<file path="src/rtl/burst2_pkg.sv">
package burst2_pkg;
    localparam int BYTE_W = 9;

    typedef enum logic [1:0] {
        ST_LOAD  = 2'd0,
        ST_READ  = 2'd1,
        ST_WRITE = 2'd2
    } bus_state_e;
endpackage

</file>
<file path="src/rtl/burst2_ctrl.sv">
module burst2_ctrl
    import burst2_pkg::*;
(
    input  logic clk,
    input  logic rst_n,
    input  logic load_n,
    input  logic rd_wr,
    output logic rd_go,
    output logic wr_go
);
    bus_state_e state;
    bus_state_e next_state;

    // state register
    always_ff @(posedge clk or negedge rst_n) begin
        if (!rst_n) state <= ST_LOAD;
        else        state <= next_state;
    end

    // next state and command strobes
    always_comb begin
        next_state = ST_LOAD;
        rd_go      = 1'b0;
        wr_go      = 1'b0;
        if (!load_n) next_state = rd_wr ? ST_READ : ST_WRITE;
        unique case (next_state)
            ST_LOAD:  ;
            ST_READ:  rd_go = 1'b1;
            ST_WRITE: wr_go = 1'b1;
            default:  ;
        endcase
    end

    a_r2_nop_to_load: assert property (@(posedge clk) disable iff (!rst_n)
        load_n |=> (state == ST_LOAD));
    a_r8_read_state: assert property (@(posedge clk) disable iff (!rst_n)
        (!load_n && rd_wr) |=> (state == ST_READ));
    a_r8_write_state: assert property (@(posedge clk) disable iff (!rst_n)
        (!load_n && !rd_wr) |=> (state == ST_WRITE));
    a_r3_single_cmd: assert property (@(posedge clk) disable iff (!rst_n)
        $onehot0({rd_go, wr_go}));
endmodule

</file>
<file path="src/rtl/burst2_array.sv">
module burst2_array
    import burst2_pkg::*;
#(
    parameter int WORD_W = 18,
    parameter int ADDR_W = 6,
    parameter int NB     = WORD_W / BYTE_W
) (
    input  logic                        clk,
    input  logic                        rst_n,
    input  logic                        wr_go,
    input  logic [ADDR_W-1:0]           addr,
    input  logic [1:0][WORD_W-1:0]      wd,
    input  logic [1:0][NB-1:0]          wbe_n,
    output logic [1:0][WORD_W-1:0]      rd
);
    localparam int DEPTH = 1 << ADDR_W;

    logic                   pend_vld;
    logic [ADDR_W-1:0]      pend_addr;
    logic [1:0][WORD_W-1:0] pend_d;
    logic [1:0][NB-1:0]     pend_m;
    logic                   hit;

    always_ff @(posedge clk or negedge rst_n) begin
        if (!rst_n) pend_vld <= 1'b0;
        else        pend_vld <= wr_go;
    end

    always_ff @(posedge clk) begin
        if (wr_go) begin
            pend_addr <= addr;
            pend_d    <= wd;
            pend_m    <= ~wbe_n;
        end
    end

    assign hit = pend_vld && (pend_addr == addr);

    for (genvar g = 0; g < 2; g++) begin : g_beat
        logic [WORD_W-1:0] store [DEPTH];
        logic [WORD_W-1:0] merged;

        always_ff @(posedge clk) begin
            if (pend_vld) begin
                for (int b = 0; b < NB; b++) begin
                    if (pend_m[g][b])
                        store[pend_addr][b*BYTE_W +: BYTE_W] <= pend_d[g][b*BYTE_W +: BYTE_W];
                end
            end
        end

        always_comb begin
            merged = store[addr];
            if (hit) begin
                for (int b = 0; b < NB; b++) begin
                    if (pend_m[g][b])
                        merged[b*BYTE_W +: BYTE_W] = pend_d[g][b*BYTE_W +: BYTE_W];
                end
            end
        end

        assign rd[g] = merged;
    end

    a_r7_pending_capture: assert property (@(posedge clk) disable iff (!rst_n)
        wr_go |=> (pend_vld && pend_addr == $past(addr)));
    a_r2_idle_no_commit: assert property (@(posedge clk) disable iff (!rst_n)
        !wr_go |=> !pend_vld);
endmodule

</file>
<file path="src/rtl/burst2_rpipe.sv">
module burst2_rpipe #(
    parameter int WORD_W = 18,
    parameter int RD_LAT = 2
) (
    input  logic                   clk,
    input  logic                   rst_n,
    input  logic                   rd_go,
    input  logic [1:0][WORD_W-1:0] din,
    output logic [1:0][WORD_W-1:0] dout,
    output logic                   vld
);
    localparam int CW = $clog2(RD_LAT + 2);

    logic [RD_LAT-1:0]      v;
    logic [1:0][WORD_W-1:0] sd [RD_LAT];
    logic [CW-1:0]          outst;

    always_ff @(posedge clk or negedge rst_n) begin
        if (!rst_n) begin
            v <= '0;
        end else begin
            v[0] <= rd_go;
            for (int i = 1; i < RD_LAT; i++) v[i] <= v[i-1];
        end
    end

    always_ff @(posedge clk) begin
        sd[0] <= din;
        for (int i = 1; i < RD_LAT; i++) sd[i] <= sd[i-1];
    end

    assign vld  = v[RD_LAT-1];
    assign dout = sd[RD_LAT-1];

    // reads in flight, used by the checks below
    always_ff @(posedge clk or negedge rst_n) begin
        if (!rst_n) outst <= '0;
        else        outst <= outst + CW'(rd_go) - CW'(vld);
    end

    a_r6_in_flight_bounded: assert property (@(posedge clk) disable iff (!rst_n)
        outst <= CW'(RD_LAT));
    a_r6_no_orphan_valid: assert property (@(posedge clk) disable iff (!rst_n)
        vld |-> (outst != '0));
    a_r4_data_known: assert property (@(posedge clk) disable iff (!rst_n)
        vld |-> !$isunknown(dout));
endmodule

</file>
<file path="src/rtl/burst2_sram_front.sv">
module burst2_sram_front
    import burst2_pkg::*;
#(
    parameter int WORD_W = 18,
    parameter int ADDR_W = 6,
    parameter int RD_LAT = 2,
    localparam int NB    = WORD_W / BYTE_W
) (
    input  logic              clk,
    input  logic              rst_n,
    input  logic              load_n,
    input  logic              rd_wr,
    input  logic [ADDR_W-1:0] addr,
    input  logic [WORD_W-1:0] wdata0,
    input  logic [WORD_W-1:0] wdata1,
    input  logic [NB-1:0]     wbe0_n,
    input  logic [NB-1:0]     wbe1_n,
    output logic [WORD_W-1:0] rdata0,
    output logic [WORD_W-1:0] rdata1,
    output logic              rvalid
);
    logic                   rd_go;
    logic                   wr_go;
    logic [1:0][WORD_W-1:0] wd;
    logic [1:0][NB-1:0]     wbe_n;
    logic [1:0][WORD_W-1:0] arr_rd;
    logic [1:0][WORD_W-1:0] pipe_q;

    assign wd[0]    = wdata0;
    assign wd[1]    = wdata1;
    assign wbe_n[0] = wbe0_n;
    assign wbe_n[1] = wbe1_n;

    burst2_ctrl u_ctrl (
        .clk    (clk),
        .rst_n  (rst_n),
        .load_n (load_n),
        .rd_wr  (rd_wr),
        .rd_go  (rd_go),
        .wr_go  (wr_go)
    );

    burst2_array #(.WORD_W(WORD_W), .ADDR_W(ADDR_W), .NB(NB)) u_array (
        .clk    (clk),
        .rst_n  (rst_n),
        .wr_go  (wr_go),
        .addr   (addr),
        .wd     (wd),
        .wbe_n  (wbe_n),
        .rd     (arr_rd)
    );

    burst2_rpipe #(.WORD_W(WORD_W), .RD_LAT(RD_LAT)) u_rpipe (
        .clk    (clk),
        .rst_n  (rst_n),
        .rd_go  (rd_go),
        .din    (arr_rd),
        .dout   (pipe_q),
        .vld    (rvalid)
    );

    assign rdata0 = pipe_q[0];
    assign rdata1 = pipe_q[1];

    a_r1_quiet_after_reset: assert property (@(posedge clk) disable iff (!rst_n)
        $rose(rst_n) |-> !rvalid);
endmodule

</file>
<file path="config.mk">
export PLATFORM = sky130hd
export DESIGN_NAME = burst2_sram_front
export DESIGN_NICKNAME = d
export VERILOG_FILES = /design/src/rtl/burst2_pkg.sv /design/src/rtl/burst2_ctrl.sv /design/src/rtl/burst2_array.sv /design/src/rtl/burst2_rpipe.sv /design/src/rtl/burst2_sram_front.sv
export SDC_FILE = /design/constraint.sdc
export NUM_CORES = 2
export LEC_CHECK = 0
export BUFFER_PORTS_ARGS = -buffer_cell sky130_fd_sc_hd__buf_2
export CORE_MARGIN = 10
export CORE_UTILIZATION = 55
export CTS_BUF_LIST = sky130_fd_sc_hd__clkbuf_4
export DETAILED_ROUTE_END_ITERATION = 12
export PLACE_DENSITY = 0.67
export SETUP_SLACK_MARGIN = 0.3
export SYNTH_ARGS = -nofsm -noshare
export SYNTH_HDL_FRONTEND = slang
export SYNTH_SLANG_ARGS = --single-unit
</file>
<file path="constraint.sdc">
create_clock -name clk -period 3.5 [get_ports clk]
set_input_delay 0.175 -clock clk [delete_from_list [all_inputs] [get_ports clk]]
set_output_delay 0.175 -clock clk [all_outputs]
set_load 0.05 [all_outputs]
</file>
==> impl_metrics.py <==
metrics = {
    "critical_path": {
        "rr_worst_depth": 4,
        "cp_max_fo": 9,
        "endpoint_kind": "register",
        "critPathRequiredTime_ns": 4.47,
        "crit_type": "register to register",
        "critPathArrivalTime_ns": 3.92,
        "start_kind": "register",
    },
    "clock_tree": {
        "cts_buffers": 605,
        "postCtsSetupRepairBufs": 0,
        "clk_path_buf_depth": 4,
        "cts_tree": "done",
        "cts_hold_buf": 124,
        "clkLatencyLatePin_ns": 1.39,
        "cts-root-buf": "clkbuf_4",
        "post_cts_resized": 0,
        "cts_max_level": 6,
        "clk_pin_slew_ns": 0.06,
        "cts.sinks": 2425,
    },
    "drt": {
        "first_pass_iters": 9,
        "wire_per_inst_um": 29.7,
        "viasPerCell": 6.11,
        "num_vias": 49993,
        "drt_iter0_drc": 6283,
        "drc": 0,
        "wirelength_um": 243000,
        "drtAntennaViolNets": 0,
    },
    "synthesis": {
        "netlist_instances": 4634,
        "ys_top_cells_by_area": "edfxtp_1, mux4_2, mux2i_1",
        "ys.flop_type": "edfxtp_1",
        "syn_area_per_cell_sq_um": 20.0,
        "yosysTopAreaCellShare": 0.763,
        "ys_seq_elements": 2425,
        "ys_seq_area_frac": 0.779,
        "syn-num-nets": 4684,
        "synthArstFlopShare": 0.00124,
        "netlist_area_sq_mm": 0.0925,
        "synth_edf_count": 2350,
        "yosys.area.top_type": "edfxtp_1",
        "ys_warn_count": 0,
        "yosys.cell_types.count": 50,
    },
    "place": {
        "numPortBuffers": 86,
        "placed_area_sq_mm": 0.0977,
        "place_inst": 7046,
        "place.gp.congestion": 0.869,
        "dpl.hpwl_um": 148000,
    },
    "grt": {
        "grt-ovfl-total": 0,
        "grt_max_degree": 70,
        "grt.total_usage": 0.260,
        "antenna_found_initial": 21,
        "grt_pass1_wl_um": 349000,
        "grt_pass1_vias": 50439,
    },
    "finish": {
        "fin_cells": 8183,
        "drive_gt1_frac": 0.318,
        "syn_to_final_growth_pct": 14.9,
        "mostFrequentLayoutCell": "edfxtp_1",
        "most-common-layout-cells": "edfxtp_1, clkbuf_4, buf_4",
        "stdcell_area_sq_mm": 0.106,
        "nets": 5624,
        "num-fill-cells": 11546,
    },
    "sta": {
        "rsz0062_at_grt": "no",
        "skew_ns": 0.126,
        "slew_viol_final": 0,
        "post-route-period-util": 0.841,
        "fmax_mhz": 340,
        "fin_setup_tns_ns": 0,
        "slew_headroom": 0.192,
        "hold_violations": 0,
        "finalSetupViolCount": 0,
        "fin_crit_ns": 2.94,
        "tightest_slew_ns": 1.21,
    },
    "floorplan": {
        "die_y_um": 430,
        "pin_count": 87,
        "dieArea_sq_mm": 0.185,
        "initial_core_util": 0.553,
        "die-width_um": 430,
        "rows": 150,
        "core_sq_mm": 0.167,
    },
    "hold_path": {
        "hold_path_class": "input pin to register",
        "hold_depth": 2,
    },
    "run": {
        "max-cap-violations": 0,
    },
    "pwr": {
        "p_total_uw": 58100,
        "ir_drop_mv": 0.436,
        "powerDensity_mw_per_mm2": 547,
        "leakage_uw": 0.0356,
    },
    "outcome": {
        "status": "finished, final reports clean",
    },
}
[final timing paths]
check                      slack (ns)                              to                 start
max                              0.56  u_array.g_beat[1].store[49][8]  u_array.pend_addr[1]
min                              0.09            u_array.pend_addr[0]               addr[0]
max reg2reg                      0.56  u_array.g_beat[1].store[49][8]  u_array.pend_addr[1]
min reg2reg                      0.33               u_rpipe.sd[0][68]     u_rpipe.sd[0][32]
max in group asynchronous        3.04                u_array.pend_vld                 rst_n
min in group asynchronous        0.28                    u_rpipe.v[1]                 rst_n
[cells by family (layout without fill, tap and decap cells)]
family | after synthesis | in the layout | share of synthesized area
compound gates | 457 | 457 | 0.0349
xor+xnor | 6 | 6 | 0.000568
buf+inv | 320 | 1649 | 0.0185
flops | 2425 | 2425 | 0.779
mux | 788 | 788 | 0.136
other cells | 0 | 16 | 0
simple gates | 638 | 638 | 0.0309
[routing by layer]
layer  vias up  global-route usage  share of wire
met5         -                   0         0.0012
met4        26               0.115          0.042
met3       486              0.0686           0.10
met2      2732               0.394           0.47
met1     25568               0.357           0.39
li1      21181                   -              -
[Yosys cell counts (4+ instances only)]
library cell,n
buf_6,9
mux2i_1,350
buf_1,13
a211oi_1,70
nand4_1,37
and3_1,8
buf_4,74
clkbuf_1,112
nor3b_1,8
and3b_1,4
nand2_1,149
edfxtp_1,2350
inv_1,5
a22oi_1,71
nand3_1,70
a21oi_1,70
nor2_1,270
o22ai_1,100
buf_2,101
nor2b_1,40
dfxtp_1,72
nor3_1,34
nor4_1,4
o21ai_0,35
mux4_2,368
a32o_1,35
mux2_2,70
a221oi_1,69
[power breakdown]
group / internal [uW] / total, uW / switching (uW)
registers: 32200 / 32400 / 213
logic: 1060 / 3180 / 2120
clock network: 11900 / 22600 / 10700
[worst max-delay path, cell delays in order, from the launching register on]
cell      delay (ns)
edfxtp_1        0.51
nor3b_1         0.72
nand2_1         0.70
nor2_1          0.33
buf_4           0.24
[through the flow]
stage | hold slack [ns] | worst slack [ns] | util
4_1_cts | 0.0117 | 0.698 | 0.635
2_1_floorplan | -0.121 | 0.910 | -
3_5_place_dp | -0.0187 | 0.304 | 0.585
3_3_place_gp | -0.0202 | 0.300 | 0.585
6_report | 0.0890 | 0.556 | 0.636
5_1_grt | 0.0737 | 0.510 | 0.635
[layout make-up]
type	instances	area, sq um	area share
clock inverter	114	602	0.00566
multi-input combinational	1889	18800	0.177
clock buffer	882	6620	0.0623
timing repair buffer	648	5350	0.0503
inverter	5	18.8	0.000177
tap	2204	2760	0.0259
sequential	2425	72100	0.678
antenna	16	40.0	0.000377
[state kept, by name, summed over array words and instances (netlist names)]
register	count
u_array.pend_addr	6
u_array.pend_vld	1
u_array.pend_m	4
u_array.pend_d	36
u_rpipe.v	2
u_rpipe.sd	72
u_array.g_beat.store	2304
Note: power is estimated with default switching activity, not from simulation.
